File: config.mk
export PLATFORM = sky130hd
export DESIGN_NAME = sgn_div_unit
export DESIGN_NICKNAME = d
export VERILOG_FILES = /design/src/rtl/sgn_div_pkg.sv /design/src/rtl/sgn_div_prep.sv /design/src/rtl/sgn_div_step.sv /design/src/rtl/sgn_div_fsm.sv /design/src/rtl/sgn_div_unit.sv
export SDC_FILE = /design/constraint.sdc
export NUM_CORES = 1
export LEC_CHECK = 0
export BUFFER_PORTS_ARGS = -buffer_cell sky130_fd_sc_hd__buf_2
export CAP_MARGIN = 20
export CORE_UTILIZATION = 51
export CTS_BUF_LIST = sky130_fd_sc_hd__clkbuf_4 sky130_fd_sc_hd__clkbuf_8
export CTS_CLUSTER_DIAMETER = 200
export CTS_CLUSTER_SIZE = 28
export DETAILED_ROUTE_END_ITERATION = 10
export PLACE_DENSITY = 0.74
export SLEW_MARGIN = 20
export SYNTH_ARGS = -nofsm -noshare
export SYNTH_HDL_FRONTEND = slang
export SYNTH_HIERARCHICAL = 1
export SYNTH_SLANG_ARGS = --single-unit
File: constraint.sdc
create_clock -name clk -period 4.5 [get_ports clk]
set_input_delay 0.9 -clock clk [delete_from_list [all_inputs] [get_ports clk]]
set_output_delay 0.9 -clock clk [all_outputs]
set_load 0.01 [all_outputs]
File: src/rtl/sgn_div_pkg.sv
package sgn_div_pkg;

    // Control states of the divider sequencer
    typedef enum logic [1:0] {
        ST_IDLE = 2'd0,
        ST_RUN  = 2'd1,
        ST_SIGN = 2'd2
    } div_state_e;

endpackage

File: src/rtl/sgn_div_prep.sv
// Operand conditioning: width-select sign extension, magnitude extraction,
// alignment of a narrow dividend into the top of the shift register.
module sgn_div_prep #(
    parameter int XLEN = 64,
    parameter int NLEN = 32
) (
    input  logic [XLEN-1:0] num_raw,
    input  logic [XLEN-1:0] den_raw,
    input  logic            wide,
    output logic [XLEN-1:0] num_mag,
    output logic [XLEN-1:0] den_mag,
    output logic            neg_res,
    output logic            den_zero
);
    localparam int PAD = XLEN - NLEN;

    logic [XLEN-1:0] num_ext;
    logic [XLEN-1:0] den_ext;
    logic [XLEN-1:0] num_abs;
    logic            num_neg;
    logic            den_neg;

    always_comb begin
        if (wide) begin
            num_ext = num_raw;
            den_ext = den_raw;
        end else begin
            num_ext = {{PAD{num_raw[NLEN-1]}}, num_raw[NLEN-1:0]};
            den_ext = {{PAD{den_raw[NLEN-1]}}, den_raw[NLEN-1:0]};
        end
        num_neg  = num_ext[XLEN-1];
        den_neg  = den_ext[XLEN-1];
        num_abs  = num_neg ? (~num_ext + 1'b1) : num_ext;
        den_mag  = den_neg ? (~den_ext + 1'b1) : den_ext;
        num_mag  = wide ? num_abs : (num_abs << PAD);
        neg_res  = num_neg ^ den_neg;
        den_zero = (den_ext == '0);
    end

endmodule

File: src/rtl/sgn_div_step.sv
// One restoring division step: shift in the next dividend bit, trial subtract.
module sgn_div_step #(
    parameter int XLEN = 64
) (
    input  logic [XLEN:0]   rem_in,
    input  logic [XLEN-1:0] qsh_in,
    input  logic [XLEN-1:0] den,
    output logic [XLEN:0]   rem_out,
    output logic [XLEN-1:0] qsh_out
);
    logic [XLEN:0] trial;
    logic [XLEN:0] diff;
    logic          fits;

    always_comb begin
        trial   = {rem_in[XLEN-1:0], qsh_in[XLEN-1]};
        diff    = trial - {1'b0, den};
        fits    = (trial >= {1'b0, den});
        rem_out = fits ? diff : trial;
        qsh_out = {qsh_in[XLEN-2:0], fits};
    end

endmodule

File: src/rtl/sgn_div_fsm.sv
// Sequencer: idle / iterate / sign-fix, with a per-width step counter.
module sgn_div_fsm
    import sgn_div_pkg::*;
#(
    parameter int XLEN = 64,
    parameter int NLEN = 32,
    localparam int CW  = $clog2(XLEN)
) (
    input  logic clk,
    input  logic rst,
    input  logic start,
    input  logic wide,
    input  logic den_zero,
    output logic busy,
    output logic load,
    output logic step_en,
    output logic finish,
    output logic quick
);
    div_state_e      state_q, state_d;
    logic [CW-1:0]   cnt_q, cnt_d;

    // State register
    always_ff @(posedge clk) begin
        if (rst) begin
            state_q <= ST_IDLE;
            cnt_q   <= '0;
        end else begin
            state_q <= state_d;
            cnt_q   <= cnt_d;
        end
    end

    // Next-state logic
    always_comb begin
        state_d = state_q;
        cnt_d   = cnt_q;
        unique case (state_q)
            ST_IDLE: begin
                if (start && !den_zero) begin
                    state_d = ST_RUN;
                    cnt_d   = wide ? CW'(XLEN - 1) : CW'(NLEN - 1);
                end
            end
            ST_RUN: begin
                if (cnt_q == '0) begin
                    state_d = ST_SIGN;
                end else begin
                    cnt_d = cnt_q - 1'b1;
                end
            end
            ST_SIGN: state_d = ST_IDLE;
            default: state_d = ST_IDLE;
        endcase
    end

    // Output decode
    always_comb begin
        busy    = 1'b0;
        load    = 1'b0;
        step_en = 1'b0;
        finish  = 1'b0;
        quick   = 1'b0;
        unique case (state_q)
            ST_IDLE: begin
                load  = start && !den_zero;
                quick = start && den_zero;
            end
            ST_RUN: begin
                busy    = 1'b1;
                step_en = 1'b1;
            end
            ST_SIGN: begin
                busy   = 1'b1;
                finish = 1'b1;
            end
            default: busy = 1'b0;
        endcase
    end

endmodule

File: src/rtl/sgn_div_unit.sv
// Signed multi-cycle divider, 32/64-bit selectable, truncating quotient.
module sgn_div_unit #(
    parameter int XLEN = 64,
    parameter int NLEN = 32
) (
    input  logic            clk,
    input  logic            rst,
    input  logic            start,
    input  logic            wide,
    input  logic [XLEN-1:0] dividend,
    input  logic [XLEN-1:0] divisor,
    output logic            busy,
    output logic            done,
    output logic [XLEN-1:0] quotient
);
    localparam int PAD = XLEN - NLEN;

    logic [XLEN-1:0] num_mag, den_mag;
    logic            neg_res, den_zero;
    logic            load, step_en, finish, quick;

    logic [XLEN:0]   rem_q, rem_nx;
    logic [XLEN-1:0] qsh_q, qsh_nx;
    logic [XLEN-1:0] den_q;
    logic            neg_q, wide_q;
    logic [XLEN-1:0] quo_q;
    logic            done_q;
    logic [XLEN-1:0] signed_mag, result;

    sgn_div_prep #(.XLEN(XLEN), .NLEN(NLEN)) u_prep (
        .num_raw  (dividend),
        .den_raw  (divisor),
        .wide     (wide),
        .num_mag  (num_mag),
        .den_mag  (den_mag),
        .neg_res  (neg_res),
        .den_zero (den_zero)
    );

    sgn_div_fsm #(.XLEN(XLEN), .NLEN(NLEN)) u_fsm (
        .clk      (clk),
        .rst      (rst),
        .start    (start),
        .wide     (wide),
        .den_zero (den_zero),
        .busy     (busy),
        .load     (load),
        .step_en  (step_en),
        .finish   (finish),
        .quick    (quick)
    );

    sgn_div_step #(.XLEN(XLEN)) u_step (
        .rem_in  (rem_q),
        .qsh_in  (qsh_q),
        .den     (den_q),
        .rem_out (rem_nx),
        .qsh_out (qsh_nx)
    );

    // Sign fix and width truncation of the finished magnitude
    always_comb begin
        signed_mag = neg_q ? (~qsh_q + 1'b1) : qsh_q;
        result     = wide_q ? signed_mag : {{PAD{1'b0}}, signed_mag[NLEN-1:0]};
    end

    // Datapath registers
    always_ff @(posedge clk) begin
        if (rst) begin
            rem_q  <= '0;
            qsh_q  <= '0;
            den_q  <= '0;
            neg_q  <= 1'b0;
            wide_q <= 1'b0;
            quo_q  <= '0;
            done_q <= 1'b0;
        end else begin
            done_q <= 1'b0;
            if (load) begin
                rem_q  <= '0;
                qsh_q  <= num_mag;
                den_q  <= den_mag;
                neg_q  <= neg_res;
                wide_q <= wide;
            end else if (step_en) begin
                rem_q <= rem_nx;
                qsh_q <= qsh_nx;
            end
            if (finish) begin
                quo_q  <= result;
                done_q <= 1'b1;
            end else if (quick) begin
                quo_q  <= '0;
                done_q <= 1'b1;
            end
        end
    end

    assign done     = done_q;
    assign quotient = quo_q;

endmodule

==> results of run 1 <==
[registers in the layout, indices dropped and copies added (netlist names), 2 cells and up]
name	count
rem_q	64
u_fsm/cnt_q	6
den_q	64
quotient	64
u_fsm/state_q	2
qsh_q	64
[worst max path at each step]
| stage | startpoint | to | slack (ns) | cells past startpoint |
|---|---|---|---|---|
| global route | qsh_q[63] | rem_q[54] | 0.15 | 16 |
| detailed placement | divisor[11] | rem_q[17] | 0.1 | 11 |
| global placement | divisor[11] | rem_q[31] | 0.22 | 11 |
| CTS | qsh_q[63] | rem_q[54] | 0.45 | 16 |
| floorplan | divisor[19] | rem_q[10] | 0.74 | 11 |
| finish | qsh_q[63] | rem_q[62] | 0.36 | 15 |
[stage by stage]
stage | cell area, um2 | hold slack [ns]
3_3_place_gp | 22400 | 0.435
3_5_place_dp | 22400 | 0.440
5_1_grt | 22600 | 0.484
4_1_cts | 22600 | 0.461
6_report | 22600 | 0.457
2_1_floorplan | 21500 | 0.453
[final cells by class]
class | count | area [um2] | area share
tap | 532 | 666 | 0.0295
clock inverter | 2 | 23.8 | 0.00105
sequential | 267 | 5350 | 0.237
timing repair buffer | 242 | 1400 | 0.0621
inverter | 107 | 403 | 0.0179
antenna | 6 | 15.0 | 0.000665
clock buffer | 13 | 179 | 0.00793
multi-input combinational | 2234 | 14500 | 0.644
[layer usage]
metal | GRT usage | wire (um) | vias to the layer above
li1 | - | - | 9941
met1 | 0.404 | 29400 | 9700
met2 | 0.461 | 29000 | 776
met3 | 0.0287 | 4240 | 72
met4 | 0.0589 | 1040 | 8
met5 | 0 | 41 | -
[worst max-delay path, stage by stage (launching register included)]
cell	delay (ns)
dfxtp_1	0.44
inv_1	0.07
ha_1	0.22
fa_1	0.40
nand2b_1	0.18
a21oi_1	0.23
o21ai_0	0.25
o31ai_1	0.44
a31oi_1	0.30
o21a_1	0.34
a21oi_1	0.22
o21ai_0	0.26
nor4b_1	0.25
o41ai_2	0.29
mux2i_1	0.11
nor2_1	0.11
==> reports/metrics.yaml, run 1 <==
maxSlewViolCount: 0
synth_area_per_cell_um2: 7.56
synth_nets: 3047
hold_viol_final: 0
post-cts-setup-buffer-count: 0
grt_pass1_vias: 18900
cts_repair_resize_count: 0
rsz0062_at_grt: "false"
critPathLaunchType: "flop"
final_cell_mix: "481 x nor2_1, 266 x dfxtp_1, 220 x a21oi_1"
routed_wl_um: 63800
status: "finished clean"
holdCritPathClass: "flop to flop"
antenna_found_initial: 9
grt.overflow.total: 0
syn2layout_area_growth_pct: 4.98
final_util: 0.548
coreArea_um2: 41200
worst_pin_slew_ns: 0.923
htreeDepth: 1
period_share: 0.921
cts_buffers: 13
drtIter0Drc: 2066
cts_tree: "yes"
maxCapViolCount: 0
netlist_area_um2: 21500
detail_route.first_pass.iterations: 5
yosysWarnings: 6
grt_pass1_wl_um: 101000
min_period_ns: 4.14
ant_nets: 0
cts.sinks: 267
hpwl_um: 48500
pre_cts_ws_ns: 0.0978
r2r_cells: 15
drc_errors: 0
wire_per_inst_um: 18.7
whs_path_depth: 2
gp_congestion: 0.981
chipHeight_um: 207
reg2reg_setup_slack_ns: 0.36
final_cells: 3403
critPathKind: "flop to flop"
cts_buffer_depth: 3
cts.clk_slew.worst_paths_ns: 0.18
vias_per_cell: 6.02
cts_root_buf: "clkbuf_8"
whs_endpoint: "quotient[55]"
vias: 20500
setup_viol: 0
fin_skew_ns: 0.0401
start_util: 0.522
crit_required_ns: 5.04
fill_cells: 3980
path_max_fanout: 4
ctsHoldBuffers: 0
tns_ns: 0
arrival_ns: 4.68
boundaryPins: 198
clock_latency_ns: 0.58
max_slew_margin: 0.385
fp.dieArea_um2: 43000
synthCells: 2842
min_from: "quotient[55]"
grt_start_max_net_pins: 179
critPathCaptureType: "flop"
floorplan.rows: 74
layout_commonest_cell: "nor2_1"
grt.total_usage: 0.283
io_buffers: 197
r2r-end: "rem_q[62]"
drive_above_1_share: 0.129
dp_cells: 3382
r2r-start: "qsh_q[63]"
fmax_ghz: 0.241
fin_ws_ns: 0.357
fp.dieW_um: 207
finalNetCount: 3070
Power of run 1 is not shown: default switching activity piles up to over one toggle a cycle in this logic, so the estimate is an artifact.
==> inputs of run 2 (changes only) <==
--- a/config.mk
+++ b/config.mk
@@ -13,8 +13,11 @@
 export CTS_CLUSTER_SIZE = 28
 export DETAILED_ROUTE_END_ITERATION = 10
 export PLACE_DENSITY = 0.74
+export RECOVER_POWER = 50
+export SKIP_LAST_GASP = 1
 export SLEW_MARGIN = 20
 export SYNTH_ARGS = -nofsm -noshare
 export SYNTH_HDL_FRONTEND = slang
 export SYNTH_HIERARCHICAL = 1
 export SYNTH_SLANG_ARGS = --single-unit
+export TNS_END_PERCENT = 30
==> run 2 against run 1 <==
  * Register-to-register slack hardly changed
  * Routed wire length is 0.18% lower
  * Non-clock buffer count stayed put
  * Setup slack worse by 0.13 ns
  * Sequential share of layout area is 0.11 points higher
  * First-iteration DRC count is 2.0% lower
  * Critical path type is now input port to flop
  * Critical endpoint is now qsh_q[53]
==> reports/metrics.yaml, run 2 (synthesis gave the netlist of run 1 again) <==
maxCapViolCount: 0  # unchanged
min_from: "quotient[14]"
vias_per_cell: 6.05  # +0.40%
gp_congestion: 0.981  # unchanged
routed_wl_um: 63600  # -0.18%
fin_skew_ns: 0.0411  # +0.00101 ns
path_max_fanout: 178  # +174
start_util: 0.522  # unchanged
hpwl_um: 48500  # unchanged
whs_path_depth: 2  # unchanged
post-cts-setup-buffer-count: 0  # unchanged
detail_route.first_pass.iterations: 6  # +1
cts.clk_slew.worst_paths_ns: 0.17  # about the same
r2r_cells: 16  # +1
whs_endpoint: "quotient[14]"
grt_start_max_net_pins: 179  # unchanged
boundaryPins: 198  # unchanged
grt.overflow.total: 0  # unchanged
final_cell_mix: "481 x nor2_1, 266 x dfxtp_1, 220 x a21oi_1"
hold_ws_ns: 0.475  # +0.0178 ns
coreArea_um2: 41200  # unchanged
critPathKind: "input port to flop"
drc_errors: 0  # unchanged
cts.sinks: 267  # unchanged
hold_viol_final: 0  # unchanged
maxSlewViolCount: 0  # unchanged
r2r-start: "qsh_q[63]"
critPathCaptureType: "flop"
holdCritPathClass: "flop to flop"
wire_per_inst_um: 18.7  # -0.18%
htreeDepth: 1  # unchanged
drive_above_1_share: 0.104  # -0.0244
finalNetCount: 3070  # unchanged
cp.buffers_inverters: 3  # +2
reg2reg_setup_slack_ns: 0.36  # about the same
io_buffers: 197  # unchanged
layout_commonest_cell: "nor2_1"
grt_pass1_wl_um: 101000  # unchanged
vias: 20600  # +0.40%
cts_buffer_depth: 3  # unchanged
slowest_stage: "nor4_1"
path_cells: "clkbuf_1 -> or4_1 -> nor4_1 -> nand4b_1 -> nor4_1 -> buf_4 -> nand2b_1 -> nor2_4 -> buf_12 -> nor2_1 -> a21oi_1 -> nor2_1"
worst_pin_slew_ns: 1.02  # +0.0968 ns
fp.dieW_um: 207  # unchanged
tns_ns: 0  # unchanged
syn2layout_area_growth_pct: 4.50
setup_viol: 0  # unchanged
cts_root_buf: "clkbuf_8"
clock_latency_ns: 0.58  # about the same
grt.total_usage: 0.283  # unchanged
crit_required_ns: 5.00  # -0.04 ns
max_slew_margin: 0.320  # -0.0645
fmax_ghz: 0.234  # -3.0%
cts_buffers: 13  # unchanged
period_share: 0.949  # +0.0285
grt_pass1_vias: 18900  # unchanged
min_period_ns: 4.27  # +0.128 ns
critPathLaunchType: "input port"
fp.dieArea_um2: 43000  # unchanged
rsz0062_at_grt: "false"
chipHeight_um: 207  # unchanged
cts_tree: "yes"
drtIter0Drc: 2024  # -2.0%
antenna_found_initial: 9  # unchanged
floorplan.rows: 74  # unchanged
ctsHoldBuffers: 0  # unchanged
arrival_ns: 4.77  # +0.09 ns
ant_nets: 0  # unchanged
cp_top_family: "simple AND/OR/NAND/NOR gates"
slowest_delay_ns: 0.83  # +0.39 ns
cts_repair_resize_count: 0  # unchanged
r2r-end: "rem_q[54]"
status: "finished clean"
## run 2: changes by cell type in the layout (fill, tap and decap cells not counted), sizes merged
cell / before / now
clkbuf: 13 / 82
buf: 242 / 173
## run 2: cell type report
type	instances	area [um2]
fillers	4014	18700
flip-flops and latches	267	5350
diodes	6	15.0
repair buffers	242	1310
well taps	532	666
inverters	107	403
multi-input cells	2234	14500
clock inverters	2	23.8
clock buffers	13	179
## run 2: tightest hold or removal path: stages (launching register included)
cell	delay [ns]
dfxtp_1	0.34
nand2_1	0.04
o21ai_0	0.06
## run 2: how the worst max path moves through the flow
stage / cells past startpoint / from / to / slack, ns
finish: 12 / divisor[11] / qsh_q[53] / 0.23
global route: 12 / divisor[11] / qsh_q[58] / 0.09
CTS: 16 / qsh_q[63] / rem_q[54] / 0.45
detailed placement: 11 / divisor[11] / rem_q[17] / 0.1
global placement: 11 / divisor[11] / rem_q[31] / 0.22
floorplan: 11 / divisor[19] / rem_q[10] / 0.74
## run 2: layer usage
layer | wire length [um] | up-vias | track usage
li1 | - | 9946 | -
met1 | 29400 | 9821 | 0.404
met2 | 28900 | 733 | 0.461
met3 | 4270 | 72 | 0.0287
met4 | 1050 | 8 | 0.0589
met5 | 41 | - | 0
## run 2: metrics by stage
stage          utilization  instances  worst slack (ns)  area, um2
2_1_floorplan            -       2842             0.735      21500
3_3_place_gp         0.542       3382             0.216      22400
3_5_place_dp         0.542       3382            0.0978      22400
4_1_cts              0.547       3397             0.446      22600
5_1_grt              0.545       3401            0.0883      22500
6_report             0.545       3403             0.229      22500
Power of run 2 is left out for the same reason.
